**config.mk**
```make
export PLATFORM = sky130hd
export DESIGN_NAME = win_thresh_unit
export DESIGN_NICKNAME = d
export VERILOG_FILES = /design/src/rtl/wtu_pkg.sv /design/src/rtl/wtu_border_mask.sv /design/src/rtl/wtu_add_level.sv /design/src/rtl/win_thresh_unit.sv
export SDC_FILE = /design/constraint.sdc
export NUM_CORES = 1
export LEC_CHECK = 0
export CAP_MARGIN = 15
export CORE_MARGIN = 2
export CORE_UTILIZATION = 55
export CTS_CLUSTER_SIZE = 30
export DETAILED_ROUTE_END_ITERATION = 10
export DONT_BUFFER_PORTS = 1
export PLACE_DENSITY = 0.83
export SYNTH_ARGS = -nofsm -noshare
export SYNTH_HDL_FRONTEND = slang
export SYNTH_SLANG_ARGS = --single-unit
```
**constraint.sdc**
```tcl
create_clock -name clk -period 3.6 [get_ports clk]
set_input_delay 0.72 -clock clk [delete_from_list [all_inputs] [get_ports clk]]
set_output_delay 0.72 -clock clk [all_outputs]
set_load 0.005 [all_outputs]
```
**src/rtl/wtu_pkg.sv**
```systemverilog
package wtu_pkg;

    localparam int TAPS         = 9;
    localparam int WIN_SIDE     = 3;
    localparam int DEF_ROWS     = 480;
    localparam int DEF_COLS     = 640;
    localparam int DEF_TERM_W   = 8;

    // vertical position of a tap inside the window: 0 above, 1 centre, 2 below
    function automatic int tap_dr(input int k);
        return k / WIN_SIDE;
    endfunction

    // horizontal position of a tap: 0 left, 1 centre, 2 right
    function automatic int tap_dc(input int k);
        return k % WIN_SIDE;
    endfunction

endpackage

```
**src/rtl/wtu_border_mask.sv**
```systemverilog
module wtu_border_mask
    import wtu_pkg::*;
#(
    parameter int ROWS  = DEF_ROWS,
    parameter int COLS  = DEF_COLS,
    parameter int ROW_W = $clog2(ROWS),
    parameter int COL_W = $clog2(COLS)
) (
    input  logic [ROW_W-1:0] row,
    input  logic [COL_W-1:0] col,
    output logic [TAPS-1:0]  keep
);

    localparam logic [ROW_W-1:0] LAST_ROW = ROW_W'(ROWS - 1);
    localparam logic [COL_W-1:0] LAST_COL = COL_W'(COLS - 1);

    logic at_top, at_bottom, at_left, at_right;

    always_comb begin
        at_top    = (row == '0);
        at_bottom = (row == LAST_ROW);
        at_left   = (col == '0);
        at_right  = (col == LAST_COL);
        for (int k = 0; k < TAPS; k++) begin
            keep[k] = !((at_top    && tap_dr(k) == 0) ||
                        (at_bottom && tap_dr(k) == WIN_SIDE - 1) ||
                        (at_left   && tap_dc(k) == 0) ||
                        (at_right  && tap_dc(k) == WIN_SIDE - 1));
        end
    end

endmodule

```
**src/rtl/wtu_add_level.sv**
```systemverilog
module wtu_add_level #(
    parameter int N_IN = 9,
    parameter int W    = 12,
    localparam int N_OUT = (N_IN + 1) / 2
) (
    input  logic [N_IN*W-1:0]  din,
    output logic [N_OUT*W-1:0] dout
);

    genvar i;
    generate
        for (i = 0; i < N_IN / 2; i++) begin : g_pair
            assign dout[i*W +: W] = din[(2*i)*W +: W] + din[(2*i+1)*W +: W];
        end
        if (N_IN % 2 == 1) begin : g_odd
            assign dout[(N_OUT-1)*W +: W] = din[(N_IN-1)*W +: W];
        end
    endgenerate

endmodule

```
**src/rtl/win_thresh_unit.sv**
```systemverilog
module win_thresh_unit
    import wtu_pkg::*;
#(
    parameter int ROWS   = DEF_ROWS,
    parameter int COLS   = DEF_COLS,
    parameter int TERM_W = DEF_TERM_W,
    localparam int ROW_W = $clog2(ROWS),
    localparam int COL_W = $clog2(COLS),
    localparam int SUM_W = TERM_W + $clog2(TAPS)
) (
    input  logic                   clk,
    input  logic                   rst_n,
    input  logic                   in_valid,
    input  logic [TAPS*TERM_W-1:0] in_terms,
    input  logic [ROW_W-1:0]       in_row,
    input  logic [COL_W-1:0]       in_col,
    input  logic [SUM_W-1:0]       threshold,
    output logic                   out_valid,
    output logic                   out_change,
    output logic [ROW_W-1:0]       out_row,
    output logic [COL_W-1:0]       out_col
);

    localparam int N_L1 = (TAPS + 1) / 2;   // 5
    localparam int N_L2 = (N_L1 + 1) / 2;   // 3
    localparam int N_L3 = (N_L2 + 1) / 2;   // 2
    localparam int N_L4 = (N_L3 + 1) / 2;   // 1

    typedef struct packed {
        // stage 1: masked, widened taps
        logic                   v1;
        logic [ROW_W-1:0]       r1;
        logic [COL_W-1:0]       c1;
        logic [SUM_W-1:0]       t1;
        logic [TAPS*SUM_W-1:0]  a1;
        // stage 2: partial sums after two tree levels
        logic                   v2;
        logic [ROW_W-1:0]       r2;
        logic [COL_W-1:0]       c2;
        logic [SUM_W-1:0]       t2;
        logic [N_L2*SUM_W-1:0]  a2;
        // stage 3: decision
        logic                   v3;
        logic [ROW_W-1:0]       r3;
        logic [COL_W-1:0]       c3;
        logic                   ch3;
    } pipe_t;

    pipe_t pipe_d, pipe_q;

    logic [TAPS-1:0]        keep;
    logic [N_L1*SUM_W-1:0]  lvl1;
    logic [N_L2*SUM_W-1:0]  lvl2;
    logic [N_L3*SUM_W-1:0]  lvl3;
    logic [N_L4*SUM_W-1:0]  lvl4;

    wtu_border_mask #(
        .ROWS (ROWS),
        .COLS (COLS),
        .ROW_W(ROW_W),
        .COL_W(COL_W)
    ) u_mask (
        .row (in_row),
        .col (in_col),
        .keep(keep)
    );

    // first half of the tree, fed from stage 1
    wtu_add_level #(.N_IN(TAPS), .W(SUM_W)) u_lvl1 (.din(pipe_q.a1), .dout(lvl1));
    wtu_add_level #(.N_IN(N_L1), .W(SUM_W)) u_lvl2 (.din(lvl1),      .dout(lvl2));
    // second half of the tree, fed from stage 2
    wtu_add_level #(.N_IN(N_L2), .W(SUM_W)) u_lvl3 (.din(pipe_q.a2), .dout(lvl3));
    wtu_add_level #(.N_IN(N_L3), .W(SUM_W)) u_lvl4 (.din(lvl3),      .dout(lvl4));

    always_comb begin
        pipe_d = pipe_q;

        pipe_d.v1 = in_valid;
        pipe_d.r1 = in_row;
        pipe_d.c1 = in_col;
        pipe_d.t1 = threshold;
        for (int k = 0; k < TAPS; k++) begin
            pipe_d.a1[k*SUM_W +: SUM_W] =
                keep[k] ? SUM_W'(in_terms[k*TERM_W +: TERM_W]) : '0;
        end

        pipe_d.v2 = pipe_q.v1;
        pipe_d.r2 = pipe_q.r1;
        pipe_d.c2 = pipe_q.c1;
        pipe_d.t2 = pipe_q.t1;
        pipe_d.a2 = lvl2;

        pipe_d.v3  = pipe_q.v2;
        pipe_d.r3  = pipe_q.r2;
        pipe_d.c3  = pipe_q.c2;
        pipe_d.ch3 = pipe_q.v2 && (lvl4 > pipe_q.t2);
    end

    always_ff @(posedge clk or negedge rst_n) begin
        if (!rst_n) begin
            pipe_q <= '0;
        end else begin
            pipe_q <= pipe_d;
        end
    end

    assign out_valid  = pipe_q.v3;
    assign out_change = pipe_q.ch3;
    assign out_row    = pipe_q.r3;
    assign out_col    = pipe_q.c3;

endmodule

```
==> summary.md, run 1 <==
| Metric | Value |
|---|---|
| DRT Wirelength | `11,600 µm` |
| Worst vdd ir | `0.000356 V` |
| Initial antenna violation count | `0` |
| Layout Skew | `0.00985 ns` |
| Min-Delay Path Class | `in -> async` |
| Synth Flop Type | `dfrtp_1` |
| First-pass GRT wire length | `19,800 µm` |
| Worst path depth | `14` |
| Number of global-route vias before repair | `4,015` |
| Vias/cell | `5.15` |
| Slew margin rel. | `61.1%` |
| Min Hold Slack | `-0.0143 ns` |
| Post-synth EDFFs | `0` |
| Largest net degree at the start of global routing | `186` |
| Starting density of the core | `56.2%` |
| Critical Path AT | `3.72 ns` |
| Final setup viols | `0` |
| Main area contributors after synthesis | `dfrtp_1 (62%), fa_1 (11%), ha_1 (6.9%), and2_1 (3.6%), buf_4 (1.9%)` |
| Area growth from synthesis to layout | `9.90%` |
| Fin. Hold Viols | `27` |
| Max-slew violations | `0` |
| Status | `complete, but fails checks` |
| IO Port Bufs | `0` |
| Total CTS buffers | `17` |
| WL/cell | `16.9 µm` |
| Detailed Routing Iterations Pass 1 | `4` |
| Maximum buffer depth of the clock tree | `2` |
| Bufs and invs on worst path | `2` |
| Clock Latency Late Sink | `0.43 ns` |
| Avg Inst Size Synth | `15.0 µm²` |
| Seq/Total Area, Yosys | `62.5%` |
| DRC viols | `0` |
| Critical path required time | `3.90 ns` |
| Flops & latches, synth | `185` |
| Clk slew on worst S/H paths | `0.07 ns` |
| Post-Syn Area | `7410 µm²` |
| Final nets | `685` |
| Root Driver | `clkbuf_16` |
| Total of max-cap violations | `0` |
| Remaining antenna violation count | `0` |
| Setup TNS | `0 ns` |
| Design area | `8140 µm²` |
| Worst slew pin tran | `0.583 ns` |
| CP max-delay cell | `fa_1` |
| Area share of the largest cell type after synthesis | `62.5%` |
| Core area | `13,200 µm²` |
| Synth Warn # | `0` |
| Crit. End Element | `flop` |
| Power Dens Cells | `813 nW/µm²` |
| Fraction of layout cells with a size suffix above 1 | `10.4%` |
| Layout filler cell count | `967` |
| Mapped Cells | `495` |
| Initial DRC Count | `214` |
| Static leakage | `0.00368 µW` |
| Fmax | `0.292 GHz` |
| R2R depth | `14` |
| CP top delay family | `adder cells` |
| Slowest stage delay, CP | `0.54 ns` |
| Yosys top cell by area | `dfrtp_1` |
| Syn nets | `683` |
| Post-placement setup slack | `-0.125 ns` |
| H-tree depth | `4` |
| Crit Path Category | `reg -> reg` |
| Synth cell types | `39` |
| Total grt overflow | `0` |
| Die area | `14,400 µm²` |
| Placed Area | `7490 µm²` |
| Post-layout minimum cycle time | `3.42 ns` |
| Vias | `3,527` |
| Final Wtd Congestion | `0.756` |
| Final period utilization | `95.0%` |
| Rows | `42` |
| I/O pins | `127` |
| # diodes | `0` |
| CTS tree | `yes` |
| Async set-reset flop share out of synthesis | `100%` |
| Sink Count | `185` |
| Cell Chain, Critical Path | `inv_1, fa_1, inv_1, ha_2, fa_2, a21o_2, a21o_1, a21oi_2, o21ai_2, a22o_1, ha_4, nand4_1, o31ai_2, nor2_1` |
| Failing checks | `hold timing` |
| Critical path startpoint category | `flop` |
| Hpwl dp | `8580 µm` |
| Most frequent CP cell | `inv_1` |
| Total track usage | `18.3%` |
| Final setup margin | `0.180 ns` |
| CP Max Fanout | `3` |
| Horiz. Die Dim | `120 µm` |
| Die Ht | `120 µm` |
[cells in the mapped netlist (all sizes together), types with 3 or more instances]
library cell	n
nand4	7
nor4	4
a211oi	3
ha	41
a21o	6
buf	19
and3	11
xnor2	11
nand3	8
inv	28
nor3	5
nor2	7
a21oi	16
nand2	5
o21ai	4
dfrtp	185
nor2b	21
xor2	9
fa	41
o21bai	3
and2	43
[final timing paths]
path                       startpoint         end  slack (ns)
max reg2reg                pipe_q[22]  out_change        0.18
min                             rst_n  out_row[0]       -0.01
max                        pipe_q[22]  out_change        0.18
min in group clk            in_col[9]  pipe_d[78]        0.32
max in group asynchronous       rst_n  pipe_d[60]        3.44
min reg2reg                pipe_d[57]  pipe_q[57]        0.35
[cell families (layout without fill, tap and decap cells)]
family / Yosys count / in the layout / synth area share, %
AOI/OAI and AO/OA: 42 / 42 / 3.92
buffers and inverters: 49 / 63 / 3.45
and+or+nand+nor: 117 / 117 / 9.78
DFF: 185 / 185 / 62.5
xor gates and xnor gates: 20 / 20 / 2.36
adders and majority gates: 82 / 82 / 18.0
[repair_timing]
item | in CTS | in global routing
setup endpoints to repair | 1 | 1
pin swaps | 1 | 11
resized for setup | 4 | 10
endpoints found under the hold margin | 185 | 185
buffers inserted | 0 | 2
[placed cells by master, fill, tap and decap left out, drive strengths merged, types with 6 or more instances in the layout]
cell    count
inv        35
and2       43
nand3       8
clkbuf     18
fa         41
nor2        7
xor2        9
ha         41
xnor2      11
a21o        6
nor2b      21
dfrtp     185
nand4       7
a21oi      16
and3       11
[layout make-up]
cell class | count | area, µm² | share of cell area (%)
tap | 176 | 220 | 2.70
inverter | 28 | 105 | 1.29
multi-input combinational | 261 | 2590 | 31.8
timing repair buffer | 4 | 30.0 | 0.369
sequential | 185 | 4630 | 56.9
clock inverter | 13 | 130 | 1.60
clock buffer | 18 | 439 | 5.39
[power by group]
part	total (µW)	switching, µW	internal, µW
combinational	2470	1300	1160
clock	1760	823	933
sequential	2390	109	2280
total	6620	2240	4380
[through the flow]
step                      instances  total power (µW)  utilization (%)
after floorplan                 495              4190                -
after global placement          652              4530             56.8
after detailed placement        652              4680             56.8
after CTS                       683              6530             61.2
after global routing            685              7140             61.7
final                           685              6620             61.7
[registers in the layout, summed over array words and instances (netlist names)]
register    count
out_valid       1
pipe_d         52
pipe_q        112
out_col        10
out_row         9
out_change      1
[layer usage]
layer	track usage, %	vias up	wire, µm
met1	23.1	1813	4710
li1	-	1613	-
met5	0	-	0
met4	5.66	0	153
met2	30.2	88	6140
met3	6.04	13	561
No activity file was read; power rests on OpenSTA's default activity.
==> run 2, diff against run 1 <==
Settings changed: CAP_MARGIN 15 to 5, REMOVE_ABC_BUFFERS set to 1.
==> summary.md, run 2 (synthesis results as in run 1) <==
| Metric | Value |
|---|---|
| Worst slew pin tran | `0.700 ns` |
| Total track usage | `18.6%` |
| Total grt overflow | `0` |
| Slew margin rel. | `53.0%` |
| Comb power frac | `37.0%` |
| Total CTS buffers | `17` |
| Static leakage | `0.00371 µW` |
| Root Driver | `clkbuf_16` |
| Final Wtd Congestion | `0.842` |
| Commonest non-fill, non-tap cell in the layout | `dfrtp_1` |
| First-pass GRT wire length | `20,000 µm` |
| Critical path required time | `3.90 ns` |
| Crit. End Element | `flop` |
| R2R depth | `12` |
| Setup TNS | `0 ns` |
| Final period utilization | `96.3%` |
| Die Ht | `120 µm` |
| Number of global-route vias before repair | `3,989` |
| Fraction of layout cells with a size suffix above 1 | `10.4%` |
| Final nets | `687` |
| Final core occ | `62.4%` |
| Critical path startpoint category | `flop` |
| Internal Power | `4700 µW` |
| Area growth from synthesis to layout | `11.1%` |
| Failing checks | `hold timing` |
| Core area | `13,200 µm²` |
| Grt met3 use | `5.47%` |
| Hpwl dp | `8770 µm` |
| Most frequent cells in the layout | `dfrtp_1 (185), and2_1 (43), fa_1 (40)` |
| I/O pins | `127` |
| CTS tree | `yes` |
| Crit Path Category | `reg -> reg` |
| Layout Skew | `0.00697 ns` |
| Min-Delay Path Class | `in -> async` |
| Detailed Routing Iterations Pass 1 | `4` |
| Rows | `42` |
| Fmax | `0.289 GHz` |
| GR Util met2 | `31.4%` |
| R2R Path Start | `pipe_q[24]` |
| Register share of total power | `34.4%` |
| Critical Path AT | `3.76 ns` |
| Starting density of the core | `56.2%` |
| Initial DRC Count | `153` |
| Worst vdd ir | `0.000396 V` |
| DRC viols | `0` |
| Die area | `14,400 µm²` |
| Initial antenna violation count | `1` |
| Maximum buffer depth of the clock tree | `2` |
| Fin. Hold Viols | `22` |
| Design Power | `6920 µW` |
| Most used routing layer | `met2` |
| Status | `complete, but fails checks` |
| IO Port Bufs | `0` |
| Placed Area | `7490 µm²` |
| Psw | `2220 µW` |
| Total of max-cap violations | `0` |
| Power Dens Cells | `841 nW/µm²` |
| Max-slew violations | `0` |
| Horiz. Die Dim | `120 µm` |
| WL/cell | `17.6 µm` |
| Worst R2R Setup Slack | `0.13 ns` |
| Remaining antenna violation count | `0` |
| Vias/cell | `5.10` |
| Largest net degree at the start of global routing | `186` |
| Sink Count | `185` |
| Met1 GRT Util | `23.0%` |
| Clk slew on worst S/H paths | `0.07 ns` |
| Clock Latency Late Sink | `0.42 ns` |
| Final setup viols | `0` |
| Post-layout minimum cycle time | `3.47 ns` |
| Clock power frac | `28.6%` |
| CP Max Fanout | `4` |
| Design area | `8230 µm²` |
| DRT Wirelength | `12,200 µm` |
| Vias | `3,517` |
| Worst r2r dst | `out_change` |
| H-tree depth | `4` |
| Max reg flops | `112` |
| Largest reg by FF count | `pipe_q` |
| Layout filler cell count | `956` |
| Sw Ratio | `32.0%` |
| Min Hold Slack | `-0.0133 ns` |
[run 2: cell types whose count changed in the layout (fill, tap and decap cells not counted), moves of 2 or more]
| cell | previous run | this run |
|---|---|---|
| buf_4 | 4 | 6 |
| clkinv_4 | 4 | 1 |
| inv_8 | 4 | 1 |
| bufinv_16 | 0 | 4 |
[run 2: layout make-up]
cell class              count  area (µm²)  share of cell area (%)
clock inverters            12         186                    2.26
multi-input cells         261        2590                    31.4
clock buffers              20         457                    5.55
well taps                 176         220                    2.68
inverters                  28         105                    1.28
flip-flops and latches    185        4630                    56.2
repair buffers              6        45.0                   0.547
diodes                      1        2.50                  0.0304
[run 2: timing repair]
action	in CTS	in global routing
buffers inserted	0	4
setup endpoints to repair	1	1
endpoints found under the hold margin	185	185
pin swaps	1	8
gates resized for setup	4	8
[run 2: metrics by stage]
stage | instances | setup WS (ns)
detailed placement | 652 | -0.142
global route | 689 | -0.0412
global placement | 652 | 0.0834
floorplan | 474 | 0.225
finish | 689 | 0.135
CTS | 684 | 0.0369
[run 2: worst max-delay path by stage]
stage	end	slack (ns)	cells after the start	from
2_1_floorplan	out_change	0.22	15	pipe_q[22]
3_3_place_gp	out_change	0.08	15	pipe_q[22]
3_5_place_dp	out_change	-0.14	15	pipe_q[22]
4_1_cts	out_change	0.04	15	pipe_q[22]
5_1_grt	out_change	-0.04	12	pipe_q[24]
6_report	out_change	0.13	12	pipe_q[24]
[run 2: power groups by stage]
stage | combinational [µW] | clock, µW | sequential [µW]
2_1_floorplan | 1780 | 0 | 2400
3_3_place_gp | 2100 | 0 | 2420
3_5_place_dp | 2250 | 0 | 2430
4_1_cts | 2310 | 2030 | 2390
5_1_grt | 2840 | 2120 | 2410
6_report | 2560 | 1980 | 2380
[run 2: metal layers]
metal  vias to the layer above  part of all wire (%)
met4                         0                   1.6
met1                      1798                    41
met2                        82                    54
met3                        15                   4.1
met5                         -                     0
li1                       1622                     -
[run 2: critical path: stages, from the launching register on]
cell       delay (ns)
dfrtp_1          0.38
fa_1             0.48
ha_1             0.37
and3_4           0.21
a2111oi_4        0.40
o21ai_1          0.13
a21oi_1          0.18
xnor2_1          0.16
ha_1             0.30
a21oi_1          0.17
nand2_1          0.09
a2111oi_2        0.37
nor2_1           0.09
